File: src/rtl/lpddr2_init_pkg.sv
package lpddr2_init_pkg;

    typedef enum logic [2:0] {
        CMD_NONE   = 3'd0,
        CMD_NOP    = 3'd1,
        CMD_MRW    = 3'd2,
        CMD_NORMAL = 3'd3
    } cmd_code_e;

    typedef enum logic [1:0] {
        PZ_NONE  = 2'd0,
        PZ_SHORT = 2'd1,
        PZ_RESET = 2'd2,
        PZ_INIT5 = 2'd3
    } pause_sel_e;

    typedef struct packed {
        cmd_code_e  code;
        logic [7:0] mra;
        pause_sel_e pause;
    } step_t;

    localparam int NUM_STEPS      = 14;
    localparam int STEP_W         = $clog2(NUM_STEPS);
    localparam int ZQ_SHORT_STEP  = 4;   // first step issued with short ZQ type
    localparam int BUF_OPEN_AFTER = 7;   // step after which buffers open
    localparam int IBUF_FIRST     = 8;   // first step issued with buffers open

endpackage

File: src/rtl/lpddr2_step_table.sv
module lpddr2_step_table
    import lpddr2_init_pkg::*;
(
    input  logic [STEP_W-1:0] idx_i,
    output step_t             step_o
);

    function automatic step_t mk(cmd_code_e c, int unsigned a, pause_sel_e p);
        step_t s;
        s.code  = c;
        s.mra   = 8'(a);
        s.pause = p;
        return s;
    endfunction

    always_comb begin
        unique case (idx_i)
            4'd0:    step_o = mk(CMD_NOP,    0,  PZ_SHORT);
            4'd1:    step_o = mk(CMD_NOP,    0,  PZ_RESET);
            4'd2:    step_o = mk(CMD_MRW,    63, PZ_INIT5);
            4'd3:    step_o = mk(CMD_MRW,    10, PZ_NONE);
            4'd4:    step_o = mk(CMD_MRW,    1,  PZ_NONE);
            4'd5:    step_o = mk(CMD_MRW,    2,  PZ_NONE);
            4'd6:    step_o = mk(CMD_MRW,    3,  PZ_NONE);
            4'd7:    step_o = mk(CMD_MRW,    16, PZ_NONE);
            4'd8:    step_o = mk(CMD_NOP,    0,  PZ_NONE);
            4'd9:    step_o = mk(CMD_MRW,    5,  PZ_NONE);
            4'd10:   step_o = mk(CMD_MRW,    6,  PZ_NONE);
            4'd11:   step_o = mk(CMD_MRW,    8,  PZ_NONE);
            4'd12:   step_o = mk(CMD_MRW,    0,  PZ_NONE);
            4'd13:   step_o = mk(CMD_NORMAL, 0,  PZ_NONE);
            default: step_o = mk(CMD_NONE,   0,  PZ_NONE);
        endcase
    end

endmodule

File: src/rtl/lpddr2_pause_timer.sv
module lpddr2_pause_timer #(
    parameter int CNT_W = 16
) (
    input  logic             clk,
    input  logic             rst_n,
    input  logic             load_i,
    input  logic [CNT_W-1:0] load_val_i,
    input  logic             run_i,
    output logic             zero_o
);

    logic [CNT_W-1:0] cnt_q;

    always_ff @(posedge clk or negedge rst_n) begin
        if (!rst_n) begin
            cnt_q <= '0;
        end else if (load_i) begin
            cnt_q <= load_val_i;
        end else if (run_i && (cnt_q != '0)) begin
            cnt_q <= cnt_q - 1'b1;
        end
    end

    assign zero_o = (cnt_q == '0);

endmodule

File: src/rtl/lpddr2_init_seq.sv
module lpddr2_init_seq
    import lpddr2_init_pkg::*;
#(
    parameter int SHORT_PAUSE_CYC = 25,
    parameter int RESET_PAUSE_CYC = 50000,
    parameter int INIT5_PAUSE_CYC = 2500
) (
    input  logic       clk,
    input  logic       rst_n,
    input  logic       start_i,
    input  logic       cmd_ready_i,
    output logic       cmd_valid_o,
    output logic [2:0] cmd_code_o,
    output logic [7:0] cmd_mra_o,
    output logic       zq_short_o,
    output logic       ibuf_en_o,
    output logic       done_o
);

    localparam int MAX_A   = (SHORT_PAUSE_CYC > RESET_PAUSE_CYC) ? SHORT_PAUSE_CYC : RESET_PAUSE_CYC;
    localparam int MAX_P   = (MAX_A > INIT5_PAUSE_CYC) ? MAX_A : INIT5_PAUSE_CYC;
    localparam int CNT_W   = $clog2(MAX_P + 1);
    localparam int SHORT_L = (SHORT_PAUSE_CYC > 0) ? SHORT_PAUSE_CYC - 1 : 0;
    localparam int RESET_L = (RESET_PAUSE_CYC > 0) ? RESET_PAUSE_CYC - 1 : 0;
    localparam int INIT5_L = (INIT5_PAUSE_CYC > 0) ? INIT5_PAUSE_CYC - 1 : 0;
    localparam logic [STEP_W-1:0] LAST_STEP = STEP_W'(NUM_STEPS - 1);

    typedef enum logic [2:0] {
        ST_IDLE,
        ST_ISSUE,
        ST_PAUSE,
        ST_BUF_ON,
        ST_BUF_OFF,
        ST_DONE
    } state_e;

    state_e            state_q, state_d;
    logic [STEP_W-1:0] step_q, step_d;
    step_t             cur;
    logic              accept;
    logic              tmr_load, tmr_zero;
    logic [CNT_W-1:0]  tmr_val;

    lpddr2_step_table u_table (
        .idx_i  (step_q),
        .step_o (cur)
    );

    lpddr2_pause_timer #(.CNT_W(CNT_W)) u_timer (
        .clk        (clk),
        .rst_n      (rst_n),
        .load_i     (tmr_load),
        .load_val_i (tmr_val),
        .run_i      (state_q == ST_PAUSE),
        .zero_o     (tmr_zero)
    );

    assign accept = (state_q == ST_ISSUE) && cmd_ready_i;

    always_comb begin
        unique case (cur.pause)
            PZ_SHORT: tmr_val = CNT_W'(SHORT_L);
            PZ_RESET: tmr_val = CNT_W'(RESET_L);
            PZ_INIT5: tmr_val = CNT_W'(INIT5_L);
            default:  tmr_val = '0;
        endcase
        tmr_load = accept && (cur.pause != PZ_NONE);
    end

    // next-state and step selection
    always_comb begin
        state_d = state_q;
        step_d  = step_q;
        unique case (state_q)
            ST_IDLE, ST_DONE: begin
                if (start_i) begin
                    state_d = ST_ISSUE;
                    step_d  = '0;
                end
            end
            ST_ISSUE: begin
                if (cmd_ready_i) begin
                    if (cur.pause != PZ_NONE) begin
                        state_d = ST_PAUSE;
                    end else if (step_q == LAST_STEP) begin
                        state_d = ST_BUF_OFF;
                    end else if (step_q == STEP_W'(BUF_OPEN_AFTER)) begin
                        state_d = ST_BUF_ON;
                        step_d  = step_q + 1'b1;
                    end else begin
                        step_d  = step_q + 1'b1;
                    end
                end
            end
            ST_PAUSE: begin
                if (tmr_zero) begin
                    state_d = ST_ISSUE;
                    step_d  = step_q + 1'b1;
                end
            end
            ST_BUF_ON:  state_d = ST_ISSUE;
            ST_BUF_OFF: state_d = ST_DONE;
            default:    state_d = ST_IDLE;
        endcase
    end

    // state register
    always_ff @(posedge clk or negedge rst_n) begin
        if (!rst_n) begin
            state_q <= ST_IDLE;
            step_q  <= '0;
        end else begin
            state_q <= state_d;
            step_q  <= step_d;
        end
    end

    // outputs
    always_comb begin
        cmd_valid_o = (state_q == ST_ISSUE);
        cmd_code_o  = cmd_valid_o ? cur.code : CMD_NONE;
        cmd_mra_o   = cmd_valid_o ? cur.mra : 8'd0;
        zq_short_o  = (state_q != ST_IDLE) && (step_q >= STEP_W'(ZQ_SHORT_STEP));
        ibuf_en_o   = (state_q == ST_BUF_ON) ||
                      (((state_q == ST_ISSUE) || (state_q == ST_PAUSE)) &&
                       (step_q >= STEP_W'(IBUF_FIRST)));
        done_o      = (state_q == ST_DONE);
    end

endmodule

File: config.mk
export PLATFORM = sky130hd
export DESIGN_NAME = lpddr2_init_seq
export DESIGN_NICKNAME = d
export VERILOG_FILES = /design/src/rtl/lpddr2_init_pkg.sv /design/src/rtl/lpddr2_step_table.sv /design/src/rtl/lpddr2_pause_timer.sv /design/src/rtl/lpddr2_init_seq.sv
export SDC_FILE = /design/constraint.sdc
export NUM_CORES = 1
export LEC_CHECK = 0
export ABC_AREA = 1
export BUFFER_PORTS_ARGS = -buffer_cell sky130_fd_sc_hd__buf_4
export CAP_MARGIN = 0
export CORE_UTILIZATION = 30
export CTS_BUF_LIST = sky130_fd_sc_hd__clkbuf_2
export DETAILED_ROUTE_END_ITERATION = 12
export SYNTH_ARGS = -nofsm -noshare
export SYNTH_HDL_FRONTEND = slang
export SYNTH_SLANG_ARGS = --single-unit
File: constraint.sdc
create_clock -name clk -period 6.1 [get_ports clk]
set_input_delay 1.22 -clock clk [delete_from_list [all_inputs] [get_ports clk]]
set_output_delay 1.22 -clock clk [all_outputs]
set_load 0.005 [all_outputs]
==> results_dict.tcl <==
set metrics [dict create \
    outcome "complete, no violations" \
    hpwl_mm 3.26 \
    synth_top_area_share_pct 30.0 \
    grt_max_degree 24 \
    dieArea_sq_um 6730 \
    cts_tree "built" \
    crit_type "flip-flop to output pin" \
    startpoint_type "flip-flop" \
    cts-root-buf "clkbuf_2" \
    dpl_cell_area_sq_um 2070 \
    fin_crit_sh_pct 49.5 \
    timing.hold.ws_ps 577 \
    async_reset_ff_share_pct 100 \
    numCtsBuffers 3 \
    die_h_um 82.0 \
    fin_area_sq_um 2090 \
    cap_violations 0 \
    setup_ws_ps 3080 \
    synthTopCellsByArea "dfrtp_1 (30%), nand2_1 (16%), ha_1 (7.2%)" \
    mostFrequentLayoutCells "nand2_1 (84), nor2_1 (36), inv_1 (32)" \
    required_ps 4880 \
    setup_violations 0 \
    reg2reg_slack_ps 3510 \
    grt_pass1_vias 1619 \
    path_max_fanout 12 \
    endpoint "cmd_code_o[1]" \
    htreeDepth 1 \
    ir_drop_mv 0.0418 \
    pre_cts_ws_ps 3520 \
    die_w_um 82.0 \
    antennaDiodeCount 0 \
    rsz0062_at_grt "no" \
    yosysTopAreaCell "dfrtp_1" \
    crit_path_end_kind "output pin" \
    worstPathArrival_ps 1800 \
    io_pins 19 \
    slew_violations 0 \
    power_density_nw_per_um2 108 \
    rr_startpoint "step_q[2]$_DFFE_PN0P_" \
    p_leak_uw 0.00106 \
    ys_ff_latch 23 \
    routed_wl_mm 4.38 \
    cts_buffer_depth 2 \
    final_common_cell "nand2_1" \
    cts_hold_buf 0 \
    yosysUniqueCellTypes 31 \
    reg2reg_to "u_timer.cnt_q[6]$_DFFE_PN0P_" \
    clk_latency_ps 350 \
    grt_antenna_before_repair 0 \
    io_buffers 15 \
    drive_above_1_share_pct 13.9 \
    initial_core_util_pct 31.7 \
    clock_skew_ps 6.81 \
    viasPerCell 4.78 \
    hold_viol 0 \
    synth_edf_count 0 \
    max_freq_mhz 331 \
    syn_area_per_cell_sq_um 6.83 \
    fin_nets 311 \
    drt_first_iter_violations 97 \
    rows 28 \
    grt-ovfl-total 0 \
    synthToLayoutAreaGrowth_pct 8.66 \
    worstSetupStartpoint "state_q[2]$_DFFE_PN0P_" \
    route.detailed.drc 0 \
    final_util_pct 34.4 \
    ys_warn_count 0 \
    grt_pass1_wl_mm 7.52 \
    ys.flop_type "dfrtp_1" \
    firstDrtPassIters 4 \
    path_clk_slew_ps 220 \
    r2r.worst_path.cells 11 \
    post_cts_buffers 0 \
    wl_per_cell_um 11.8 \
    ctsResizeCount 0 \
    yosysSeqAreaShare_pct 30.0 \
    grt_usage_pct 14.6 \
    hold_class "flip-flop to flip-flop" \
    syn_area_sq_um 1920 \
    cts_sinks 23 \
    gp_routability_congestion 0.894 \
    finalSetupTns_ps 0 \
    synthCells 281 \
    period_minus_slack_ps 3020 \
    vias 1769 \
    core-area_sq_um 6060 \
    ant_nets 0 \
]
==> per-layer routing <==
layer | part of all wire, % | GRT usage, %
met5 | 0 | 0
met4 | 1.0 | 3.33
met3 | 3.8 | 2.67
met2 | 45 | 24.4
met1 | 50 | 19.2
==> Yosys cell counts, types with 3 or more instances <==
cell     instances
buf_6            4
nand3_1         15
dfrtp_1         23
nand2_1         84
inv_1           32
nor2_2           4
nand4_1          3
o21ai_1         20
ha_1            11
a21oi_2          6
nor2_1          36
nor3_1           3
inv_2            3
a21oi_1          6
o21ai_0          8
buf_4            3
==> metrics by stage <==
| stage | power (uW) | instances |
|---|---|---|
| floorplan | 158 | 283 |
| global placement | 162 | 366 |
| detailed placement | 162 | 366 |
| CTS | 229 | 370 |
| global route | 236 | 370 |
| finish | 225 | 370 |
==> layout make-up <==
type	count	area (sq um)
well taps	75	93.8
repair buffers	15	113
multi-input cells	218	1150
flip-flops and latches	23	576
fillers	657	3970
inverters	35	131
clock buffers	4	20.0
==> report_power, final <==
part / leakage [uW] / switching [uW] / internal [uW]
sequential: 0.000307 / 0 / 153
clock: 0.0000166 / 49.2 / 17.3
combinational: 0.000741 / 4.72 / 1.40
total: 0.00106 / 53.9 / 172
==> registers in the layout (all words and copies together), names as in the netlist <==
signal,count
u_timer.cnt_q,16
step_q,4
state_q,3
==> logic make-up (layout without fill, tap and decap cells) <==
| kind of cell | count (synthesis) | after routing | share of synthesized area, % |
|---|---|---|---|
| flip-flops | 23 | 23 | 30.0 |
| XOR/XNOR | 2 | 2 | 0.912 |
| AND/OR/NAND/NOR | 153 | 153 | 35.9 |
| other | 1 | 3 | 0.195 |
| AO/OA/AOI/OAI | 49 | 49 | 15.5 |
| buffers and inverters | 42 | 54 | 10.4 |
| adder cells (fa/ha/maj) | 11 | 11 | 7.17 |
==> critical path, stage by stage, from the launching register on <==
cell and delay [ps]:
dfrtp_1 480, inv_2 140, nand3_4 180, inv_1 210, nand2_1 100, a211oi_1 190
buf_4 150
==> worst min-delay path by stage <==
stage / startpoint / end / slack, ps / cells after the start
global route: u_timer.cnt_q[10]$_DFFE_PN0P_ / u_timer.cnt_q[10]$_DFFE_PN0P_ / 630 / 2
CTS: u_timer.cnt_q[2]$_DFFE_PN0P_ / u_timer.cnt_q[2]$_DFFE_PN0P_ / 580 / 2
detailed placement: u_timer.cnt_q[2]$_DFFE_PN0P_ / u_timer.cnt_q[2]$_DFFE_PN0P_ / 540 / 2
finish: u_timer.cnt_q[2]$_DFFE_PN0P_ / u_timer.cnt_q[2]$_DFFE_PN0P_ / 580 / 2
global placement: u_timer.cnt_q[2]$_DFFE_PN0P_ / u_timer.cnt_q[2]$_DFFE_PN0P_ / 530 / 2
floorplan: u_timer.cnt_q[6]$_DFFE_PN0P_ / u_timer.cnt_q[6]$_DFFE_PN0P_ / 490 / 2
No activity file was read; power rests on OpenSTA's default activity.
